File: src/rtl/clkdiv_pkg.sv
package clkdiv_pkg;

    localparam int DIV_CODE_W = 3;
    localparam int STRAP_W    = 2;
    localparam int MAX_DIV    = 4;
    localparam int CNT_W      = $clog2(MAX_DIV);

    typedef enum logic [1:0] {
        RATIO_1 = 2'd0,
        RATIO_2 = 2'd1,
        RATIO_4 = 2'd2
    } ratio_e;

    typedef struct packed {
        logic [DIV_CODE_W-1:0] div;
        logic                  slip;
        logic                  slip_req;
    } ctrl_state_t;

    typedef struct packed {
        logic [CNT_W-1:0] cnt;
        ratio_e           ratio;
    } cnt_state_t;

endpackage

File: src/rtl/clkdiv_ratio_sel.sv
module clkdiv_ratio_sel
    import clkdiv_pkg::*;
(
    input  logic [DIV_CODE_W-1:0] div_code_i,
    input  logic [STRAP_W-1:0]    strap_i,
    output ratio_e                ratio_o
);

    ratio_e strap_ratio;

    always_comb begin
        unique case (strap_i)
            2'b01:   strap_ratio = RATIO_2;
            2'b10:   strap_ratio = RATIO_4;
            default: strap_ratio = RATIO_1;
        endcase
    end

    always_comb begin
        unique case (div_code_i)
            3'b001:  ratio_o = RATIO_1;
            3'b010:  ratio_o = RATIO_2;
            3'b100:  ratio_o = RATIO_4;
            default: ratio_o = strap_ratio;
        endcase
    end

endmodule

File: src/rtl/clkdiv_ctrl.sv
module clkdiv_ctrl
    import clkdiv_pkg::*;
(
    input  logic                  clk_i,
    input  logic                  rst_ni,
    input  logic                  soft_rst_i,
    input  logic                  div_wr_i,
    input  logic [DIV_CODE_W-1:0] div_data_i,
    input  logic                  slip_wr_i,
    input  logic                  slip_bit_i,
    output logic [DIV_CODE_W-1:0] div_code_o,
    output logic                  slip_req_o
);

    ctrl_state_t st_d, st_q;

    always_comb begin
        st_d          = st_q;
        st_d.slip_req = 1'b0;
        if (div_wr_i) begin
            st_d.div = div_data_i;
        end
        if (soft_rst_i) begin
            st_d.slip = 1'b0;
        end else if (slip_wr_i) begin
            st_d.slip     = slip_bit_i;
            st_d.slip_req = slip_bit_i && !st_q.slip;
        end
    end

    always_ff @(posedge clk_i or negedge rst_ni) begin
        if (!rst_ni) begin
            st_q <= '0;
        end else begin
            st_q <= st_d;
        end
    end

    assign div_code_o = st_q.div;
    assign slip_req_o = st_q.slip_req;

    // a soft reset without a write leaves the ratio register unchanged
    p_div_kept_soft_r10: assert property (@(posedge clk_i) disable iff (!rst_ni)
        (soft_rst_i && !div_wr_i) |=> $stable(st_q.div));

    // a launched advance always leaves the control bit set
    p_req_bit_set_r6: assert property (@(posedge clk_i) disable iff (!rst_ni)
        st_q.slip_req |-> st_q.slip);

    // a write that finds the bit already set never launches an advance
    p_no_relaunch_r6: assert property (@(posedge clk_i) disable iff (!rst_ni)
        (st_q.slip && !soft_rst_i) |=> !st_q.slip_req);

endmodule

File: src/rtl/clkdiv_counter.sv
module clkdiv_counter
    import clkdiv_pkg::*;
(
    input  logic   clk_i,
    input  logic   rst_ni,
    input  logic   soft_rst_i,
    input  ratio_e ratio_i,
    input  logic   slip_req_i,
    output logic   clk_en_o
);

    cnt_state_t       st_d, st_q;
    logic [CNT_W-1:0] limit;

    always_comb begin
        limit = CNT_W'((1 << st_q.ratio) - 1);
    end

    always_comb begin
        st_d       = st_q;
        st_d.ratio = ratio_i;
        if (soft_rst_i || (ratio_i != st_q.ratio)) begin
            st_d.cnt = '0;
        end else if (slip_req_i && (st_q.ratio == RATIO_4)) begin
            st_d.cnt = st_q.cnt + CNT_W'(2);
        end else if (st_q.cnt == limit) begin
            st_d.cnt = '0;
        end else begin
            st_d.cnt = st_q.cnt + CNT_W'(1);
        end
    end

    always_ff @(posedge clk_i or negedge rst_ni) begin
        if (!rst_ni) begin
            st_q <= '{cnt: '0, ratio: RATIO_1};
        end else begin
            st_q <= st_d;
        end
    end

    assign clk_en_o = (st_q.cnt == '0);

    // a change of ratio is followed by a restart at zero
    p_restart_r9: assert property (@(posedge clk_i) disable iff (!rst_ni)
        (ratio_i != st_q.ratio) |=> (st_q.cnt == '0));

    // with ratio 1 the enable is asserted on every cycle
    p_div1_always_r4: assert property (@(posedge clk_i) disable iff (!rst_ni)
        (st_q.ratio == RATIO_1) |-> clk_en_o);

    // with ratio 2 the count never leaves the range 0..1
    p_div2_range_r8: assert property (@(posedge clk_i) disable iff (!rst_ni)
        (st_q.ratio == RATIO_2) |-> (st_q.cnt <= CNT_W'(1)));

    // a launched advance in ratio 4 skips exactly one count position
    p_slip_skip_r5: assert property (@(posedge clk_i) disable iff (!rst_ni)
        (slip_req_i && st_q.ratio == RATIO_4 && ratio_i == RATIO_4 && !soft_rst_i)
        |=> (st_q.cnt == CNT_W'($past(st_q.cnt) + CNT_W'(2))));

endmodule

File: src/rtl/clkdiv_slip.sv
module clkdiv_slip
    import clkdiv_pkg::*;
(
    input  logic                  clk_i,
    input  logic                  rst_ni,
    input  logic                  soft_rst_i,
    input  logic [STRAP_W-1:0]    strap_i,
    input  logic                  div_wr_i,
    input  logic [DIV_CODE_W-1:0] div_data_i,
    input  logic                  slip_wr_i,
    input  logic                  slip_bit_i,
    output logic                  clk_en_o
);

    logic [DIV_CODE_W-1:0] div_code;
    logic                  slip_req;
    ratio_e                ratio;

    clkdiv_ctrl u_ctrl (
        .clk_i      (clk_i),
        .rst_ni     (rst_ni),
        .soft_rst_i (soft_rst_i),
        .div_wr_i   (div_wr_i),
        .div_data_i (div_data_i),
        .slip_wr_i  (slip_wr_i),
        .slip_bit_i (slip_bit_i),
        .div_code_o (div_code),
        .slip_req_o (slip_req)
    );

    clkdiv_ratio_sel u_sel (
        .div_code_i (div_code),
        .strap_i    (strap_i),
        .ratio_o    (ratio)
    );

    clkdiv_counter u_cnt (
        .clk_i      (clk_i),
        .rst_ni     (rst_ni),
        .soft_rst_i (soft_rst_i),
        .ratio_i    (ratio),
        .slip_req_i (slip_req),
        .clk_en_o   (clk_en_o)
    );

endmodule

File: config.mk
export PLATFORM = sky130hd
export DESIGN_NAME = clkdiv_slip
export DESIGN_NICKNAME = d
export VERILOG_FILES = /design/src/rtl/clkdiv_pkg.sv /design/src/rtl/clkdiv_ratio_sel.sv /design/src/rtl/clkdiv_ctrl.sv /design/src/rtl/clkdiv_counter.sv /design/src/rtl/clkdiv_slip.sv
export SDC_FILE = /design/constraint.sdc
export NUM_CORES = 1
export LEC_CHECK = 0
export BUFFER_PORTS_ARGS = -buffer_cell sky130_fd_sc_hd__buf_2
export CORE_AREA = 2 2 39 41
export DETAILED_ROUTE_END_ITERATION = 6
export DIE_AREA = 0 0 41 43
export SYNTH_ARGS = -nofsm -noshare
export SYNTH_HDL_FRONTEND = slang
export SYNTH_SLANG_ARGS = --single-unit
export TNS_END_PERCENT = 5
File: constraint.sdc
create_clock -name clk_i -period 2.3 [get_ports clk_i]
set_input_delay 0.115 -clock clk_i [delete_from_list [all_inputs] [get_ports clk_i]]
set_output_delay 0.115 -clock clk_i [all_outputs]
set_load 0.01 [all_outputs]
==> summary.log, run 1 <==
INFO  timing         layout_min_cycle_time=1.342ns
INFO  detailed_routing routed_via_density=4.895
INFO  clocking       clock_path_buffers=2
INFO  synthesis      synth_top_area_share=46.75%
INFO  synthesis      synth.yosys.warnings=0
INFO  synthesis      syn_area=481.7um^2
INFO  detailed_routing first_iter_violations=3
INFO  synthesis      number_of_distinct_library_cell_variants_in_the_gate_level_netlist_after_synthesis=24
INFO  clocking       cts_buffers=3
INFO  detailed_routing route.vias.total=372
INFO  detailed_routing route.detailed.drc=0
INFO  cells_and_area layout-drive-gt1-share=35.00%
INFO  timing         share_of_the_cycle_needed_by_the_critical_path_after_routing=58.36%
INFO  worst_setup_path crit_chain=xnor2_1 -> a32o_2 -> xor2_1 -> a2111oi_2
INFO  floorplan      core=1384um^2
INFO  synthesis      postSynthCellCount=44
INFO  synthesis      syn_area_per_cell=10.95um^2
INFO  timing         finalSetupTns=0ns
INFO  synthesis      synth.ff_latch_count=9
INFO  detailed_routing totalWireLength=745um
INFO  floorplan      die_area=1763um^2
INFO  run            max_cap_viol_count=0
INFO  timing         report.final.slew_viol_count=0
INFO  clocking       post_cts_resized=0
INFO  synthesis      postSynthNetCount=56
INFO  cells_and_area synthToLayoutAreaGrowth=23.12%
INFO  timing         max_freq=745.0MHz
INFO  global_routing wire_length_of_the_first_global_routing_pass=1476um
INFO  worst_setup_path cp_slowest_cell=dfrtp_1
INFO  outcome        status=complete, no violations
INFO  global_routing gr-usage-all-layers=12.02%
INFO  synthesis      post-synth-top-area-cell=dfrtp_1
INFO  cells_and_area layout.core_utilization=42.86%
INFO  detailed_routing first_pass_iters=2
INFO  floorplan      dieWidth=41um
INFO  worst_setup_path worst_setup_path_start_kind=flip-flop
INFO  global_routing gr_overflow_total=0
INFO  worst_setup_path path_class=reg2reg
INFO  timing         hold_viol_final=0
INFO  hold_path      classification_of_the_worst_slack_hold_path=in2reg
INFO  global_routing first_global_vias=396
INFO  placed_design  detailedPlacementHpwl=610.5um
INFO  placed_design  port_buffers=11
INFO  worst_setup_path worstPathArrival=1.49ns
INFO  worst_setup_path cpPeakStageDelay=0.44ns
INFO  clocking       clock-root-buffer=clkbuf_4
INFO  detailed_routing drtAntennaViolNets=0
INFO  timing         rsz0062_at_grt=false
INFO  floorplan      num_rows=14
INFO  worst_setup_path timing.reg2reg.setup_slack=0.96ns
INFO  floorplan      die_height=43um
INFO  placed_design  gp_routability_congestion=0.6720
INFO  clocking       later_pin_clock_latency_in_the_skew_report=0.25ns
INFO  worst_setup_path crit_fanout=5
INFO  cells_and_area final_net_count=73
INFO  power          ir_worst_vdd=0.3195mV
INFO  floorplan      floorplan.initialDensity=34.81%
INFO  global_routing largest_net_degree_at_the_start_of_global_routing=10
INFO  floorplan      floorplan.io_pins=12
INFO  worst_setup_path timing.critical_path.to_type=flip-flop
INFO  clocking       cts.reportedPaths.clkPinSlew=0.06ns
INFO  timing         skew=0.003176ns
INFO  detailed_routing drt-wirelength-per-cell=9.803um
INFO  clocking       tritoncts=done
INFO  worst_setup_path worst-endpoint-required=2.44ns
INFO  clocking       cts_htree_levels=1
INFO  global_routing antenna_found_initial=0
INFO  power          p_leak=0.2689nW
INFO  timing         worstMarginPinSlew=0.2813ns
INFO  power          pwr_density_cell=657.7nW/um^2
INFO  cells_and_area antenna_cells=0
INFO  timing         slew-limit-headroom=81.25%
INFO  synthesis      share_of_synthesized_area_occupied_by_flip_flops_and_latches=46.75%
INFO  timing         report.final.setup_viol=0
INFO  clocking       numClockSinks=9
INFO  clocking       cts_setup_buffers=0
INFO  synthesis      synth.top_cells.by_area=dfrtp_1 (47%), mux2_1 (4.7%), xnor2_1 (3.6%)
[through the flow]
step / setup WS [ns] / instances / hold slack (ns) / area (um^2) / total power [mW]
floorplan: 1.034 / 44 / -0.1806 / 481.7 / 0.2500
global placement: 0.9705 / 71 / -0.02280 / 556.8 / 0.2760
detailed placement: 0.9561 / 71 / -0.02763 / 556.8 / 0.2762
CTS: 0.9445 / 76 / 0.07137 / 593.1 / 0.3968
global route: 0.8730 / 76 / 0.07211 / 593.1 / 0.4175
finish: 0.9577 / 76 / 0.08124 / 593.1 / 0.3901
[where the power goes]
part | switching (mW) | internal (mW)
Clock | 0.0504 | 0.0666
Sequential | 0.0171 | 0.173
Combinational | 0.0414 | 0.0417
[state kept, by name, indices dropped and copies added, names as in the netlist]
signal             cells
u_ctrl.slip_req_o      1
u_ctrl.div_code_o      3
u_cnt.st_q             4
u_ctrl.st_q            1
[repair_timing]
item,in CTS,in global routing
endpoints found under the setup margin,0,0
hold buffers,1,0
endpoints found under the hold margin,9,0
[critical path, delay by kind of cell (launching register included)]
kind / cells / cell delay [ns]
compound gates: 2 / 0.49
flops: 1 / 0.44
xor+xnor: 2 / 0.32
[layer usage]
layer / track usage, % / part of all wire [%] / vias up
met2: 18.75 / 48 / 9
met5: 0 / 0 / -
met3: 3.141 / 4.2 / 0
met1: 15.49 / 48 / 171
li1: - / - / 192
met4: 4.000 / 0 / 0
[final timing paths]
kind	from	to	depth (start not counted)
setup / recovery	u_ctrl.div_code_o[0]	u_cnt.st_q[3]	4
hold / removal	div_data_i[2]	u_ctrl.div_code_o[2]	2
setup reg to reg	u_ctrl.div_code_o[0]	u_cnt.st_q[3]	4
hold reg to reg	u_ctrl.st_q[1]	u_ctrl.slip_req_o	1
max in group asynchronous	rst_ni	u_ctrl.slip_req_o	2
min in group asynchronous	rst_ni	u_ctrl.div_code_o[1]	2
[cell usage after synthesis (all sizes together)]
library cell	n
xnor2	2
mux2	3
nand2	2
a32o	1
nor2b	2
dfrtp	9
a21oi	4
o21ai	3
ha	1
a2111oi	1
nor4	1
inv	5
mux2i	1
xor2	1
o2bb2ai	1
nor2	3
o32ai	1
nor4bb	1
nand3	1
o22ai	1
[cell families after synthesis]
group,count (synthesis),share of synthesized area (%)
simple gates,10,12.21
buf+inv,5,3.894
mux,4,9.090
compound gates,12,20.00
flops,9,46.75
xor+xnor,3,5.456
fa+ha+maj,1,2.597
[cell usage in the layout, fill, tap and decap left out, drive strengths merged, types with 2 or more instances in the layout]
cell type / netlist / routed
nor2: 3 / 3
xnor2: 2 / 2
inv: 5 / 5
nor2b: 2 / 2
nand2: 2 / 2
a21oi: 4 / 4
buf: 0 / 11
dfrtp: 9 / 9
o21ai: 3 / 3
clkbuf: 0 / 4
mux2: 3 / 3
[cell type report]
| cell class | count | area (um^2) |
|---|---|---|
| timing repair buffer | 12 | 65.06 |
| sequential | 9 | 225.2 |
| fill | 129 | 790.8 |
| inverter | 5 | 18.77 |
| multi-input combinational | 30 | 237.7 |
| clock buffer | 4 | 26.28 |
| tap | 16 | 20.02 |
Power figures use the tool's default switching activity.
==> run 2: changes to the inputs <==
==> constraint.sdc (replaced) <==
create_clock -name clk_i -period 1.34 [get_ports clk_i]
set_input_delay 0.067 -clock clk_i [delete_from_list [all_inputs] [get_ports clk_i]]
set_output_delay 0.067 -clock clk_i [all_outputs]
set_load 0.01 [all_outputs]
==> run 2 against run 1 <==
The run now ends with setup timing left. Setup slack lost 0.97 ns. Register-to-register slack got worse by 0.97 ns. Via count grew 0.27%. Combinational power rose by 79%. Cell count did not move. Non-clock buffer count did not move. Worst hold slack got worse by 0.062 ns. Clock power is 79% higher. Sequential power up 72%. Total power is 76% higher. Largest power group unchanged. Highest routed layer unchanged.
==> summary.log, run 2 (same netlist as run 1, synthesis figures left out) <==
INFO  hold_path      hold_path.startpoint=div_data_i[2]
INFO  worst_setup_path timing.reg2reg.setup_slack=-0.02ns [-0.97 ns]
INFO  worst_setup_path crit_fanout=5 [unchanged]
INFO  placed_design  gp_routability_congestion=0.6887 [+2.5%]
INFO  detailed_routing first_pass_iters=4 [+2]
INFO  clocking       numClockSinks=9 [unchanged]
INFO  worst_setup_path worstPathArrival=1.52ns [+0.03 ns]
INFO  worst_setup_path timing.critical_path.to_type=flip-flop
INFO  timing         rsz0062_at_grt=true
INFO  cells_and_area layout_common_cells=buf_2 (11), dfrtp_1 (8), inv_1 (4)
INFO  hold_path      cell_depth_of_the_worst_min_delay_path=2 [unchanged]
INFO  floorplan      floorplan.initialDensity=34.81% [unchanged]
INFO  detailed_routing route.detailed.drc=0 [unchanged]
INFO  timing         setup_ws=-0.01695ns [-0.9747 ns]
INFO  cells_and_area ff_latch_area=226.5um^2 [+0.56%]
INFO  worst_setup_path worst_r2r_startpoint=u_ctrl.div_code_o[0]
INFO  cells_and_area register_with_the_most_flip_flops=u_cnt.st_q
INFO  clocking       cts_buffers=3 [unchanged]
INFO  worst_setup_path reg2reg_depth=4 [unchanged]
INFO  detailed_routing drtAntennaViolNets=0 [unchanged]
INFO  worst_setup_path rr_endpoint=u_cnt.st_q[2]
INFO  placed_design  detailedPlacementHpwl=645.2um [+5.7%]
INFO  timing         report.final.slew_viol_count=0 [unchanged]
INFO  detailed_routing first_iter_violations=3 [unchanged]
INFO  cells_and_area antenna_cells=0 [unchanged]
INFO  hold_path      worst_hold_path.endpoint=u_ctrl.div_code_o[2]
INFO  floorplan      floorplan.io_pins=12 [unchanged]
INFO  clocking       clock_path_buffers=2 [unchanged]
INFO  placed_design  placed_cells_incl_taps=71 [unchanged]
INFO  cells_and_area fillers=136 [+5.4%]
INFO  global_routing gr-usage-all-layers=12.03% [+0.012 points]
INFO  detailed_routing route.vias.total=373 [+0.27%]
INFO  cells_and_area multiInputGateArea=237.7um^2 [unchanged]
INFO  power          power_spent_charging_and_discharging_nets=0.2017mW [+85%]
INFO  cells_and_area synthToLayoutAreaGrowth=23.38%
INFO  power          seq_power_share=47.7% [-1.0 points]
INFO  power          pwr-share-comb=21.7% [+0.4 points]
INFO  clocking       cts.reportedPaths.clkPinSlew=0.06ns [about the same]
INFO  power          power.share.clock=30.6% [+0.6 points]
INFO  clocking       clock-root-buffer=clkbuf_4
INFO  clocking       later_pin_clock_latency_in_the_skew_report=0.26ns [about the same]
INFO  floorplan      core=1384um^2 [unchanged]
INFO  global_routing largest_net_degree_at_the_start_of_global_routing=10 [unchanged]
INFO  timing         layout_min_cycle_time=1.357ns [+0.01465 ns]
INFO  global_routing gr_overflow_total=0 [unchanged]
INFO  placed_design  pre_cts_ws=-0.01872ns [-0.9748 ns]
INFO  timing         max_freq=736.9MHz [-1.1%]
INFO  cells_and_area layout-drive-gt1-share=36.67% [+1.7 points]
INFO  power          cell_internal_pwr=0.4839mW [+72%]
INFO  timing         slew-limit-headroom=77.74% [-3.5 points]
INFO  power          pwr_density_cell=1154nW/um^2 [+75%]
INFO  floorplan      num_rows=14 [unchanged]
INFO  clocking       tritoncts=done
INFO  cells_and_area layout_commonest_cell=buf_2
INFO  outcome        violations=setup timing
INFO  timing         finalHoldWorstSlack=0.01907ns [-0.06218 ns]
INFO  timing         share_of_the_cycle_needed_by_the_critical_path_after_routing=101.3% [+43 points]
INFO  power          p_leak=0.2679nW [-0.37%]
INFO  power          ir_worst_vdd=0.5312mV [+66%]
INFO  floorplan      dieWidth=41um [unchanged]
INFO  worst_setup_path worst_setup_path_start_kind=flip-flop
INFO  floorplan      die_height=43um [unchanged]
INFO  detailed_routing routed_via_density=4.908 [+0.27%]
INFO  clocking       cts_setup_buffers=0 [unchanged]
INFO  detailed_routing drt-wirelength-per-cell=11.11um [+13%]
INFO  timing         worstMarginPinSlew=0.3314ns [+0.05016 ns]
INFO  floorplan      die_area=1763um^2 [unchanged]
INFO  cells_and_area final_net_count=73 [unchanged]
INFO  worst_setup_path path_class=reg2reg
INFO  global_routing first_global_vias=378 [-4.5%]
INFO  power          sw_share=29.42% [+1.5 points]
INFO  cells_and_area final-instance-count-excl-fill=76 [unchanged]
INFO  global_routing antenna_found_initial=0 [unchanged]
INFO  detailed_routing totalWireLength=844um [+13%]
INFO  clocking       cts_htree_levels=1 [unchanged]
INFO  placed_design  port_buffers=11 [unchanged]
INFO  run            max_cap_viol_count=0 [unchanged]
INFO  global_routing wire_length_of_the_first_global_routing_pass=1435um [-2.8%]
INFO  hold_path      classification_of_the_worst_slack_hold_path=in2reg
INFO  cells_and_area largest_register_ff_count=4 [unchanged]
INFO  timing         skew=0.001908ns [-0.001268 ns]
INFO  timing         report.final.setup_viol=2 [+2]
INFO  worst_setup_path worst-endpoint-required=1.50ns [-0.94 ns]
INFO  outcome        status=finished with violations
INFO  timing         hold_viol_final=0 [unchanged]
==> run 2: final cells by class <==
| cell class | count | area share [%] |
|---|---|---|
| clock buffer | 4 | 4.421 |
| sequential | 9 | 38.11 |
| tap | 16 | 3.368 |
| timing repair buffer | 12 | 10.95 |
| inverter | 5 | 3.158 |
| multi-input combinational | 30 | 40.00 |
==> run 2: worst max-delay path, stage by stage, from the launching register on <==
cell     delay [ns]
dfrtp_2        0.44
xnor2_1        0.13
a32o_2         0.28
xor2_1         0.17
nor4_2         0.24
==> run 2: layer usage <==
| metal | wire [um] | track usage [%] |
|---|---|---|
| met4 | 0 | 8.000 |
| met2 | 449 | 18.13 |
| met5 | 0 | 0 |
| met3 | 44 | 3.665 |
| met1 | 350 | 13.85 |
==> run 2: through the flow <==
step / total power, mW / util (%) / setup TNS [ns] / area (um^2)
3_5_place_dp: 0.4750 / 40.24 / -0.01872 / 556.8
6_report: 0.6856 / 42.95 / -0.03248 / 594.3
3_3_place_gp: 0.4731 / 40.24 / 0 / 556.8
2_1_floorplan: 0.4292 / - / 0 / 481.7
5_1_grt: 0.7293 / 42.95 / -0.1829 / 594.3
4_1_cts: 0.6896 / 42.86 / -0.03017 / 593.1
==> run 2: worst max-delay path by stage <==
| stage | slack [ns] | depth (start not counted) | startpoint | to |
|---|---|---|---|---|
| finish | -0.02 | 4 | u_ctrl.div_code_o[0] | u_cnt.st_q[2] |
| global route | -0.10 | 3 | u_ctrl.div_code_o[0] | u_cnt.st_q[3] |
| CTS | -0.03 | 4 | u_ctrl.div_code_o[0] | u_cnt.st_q[3] |
| detailed placement | -0.02 | 4 | u_ctrl.div_code_o[0] | u_cnt.st_q[3] |
| global placement | 0.004 | 4 | u_ctrl.div_code_o[0] | u_cnt.st_q[3] |
| floorplan | 0.07 | 4 | u_ctrl.div_code_o[0] | u_cnt.st_q[3] |
==> run 2: power groups by stage <==
| stage | combinational [mW] | sequential (mW) | clock, mW |
|---|---|---|---|
| 5_1_grt | 0.165 | 0.332 | 0.232 |
| 6_report | 0.149 | 0.327 | 0.210 |
| 2_1_floorplan | 0.104 | 0.325 | 0 |
| 4_1_cts | 0.146 | 0.327 | 0.217 |
| 3_5_place_dp | 0.143 | 0.332 | 0 |
| 3_3_place_gp | 0.142 | 0.331 | 0 |
==> run 2: what timing repair did <==
action / CTS / global route
gates resized for setup: 0 / 1
gates cloned: 0 / 0
endpoints found under the setup margin: 1 / 2
endpoints found under the hold margin: 9 / 0
hold buffers: 1 / 0
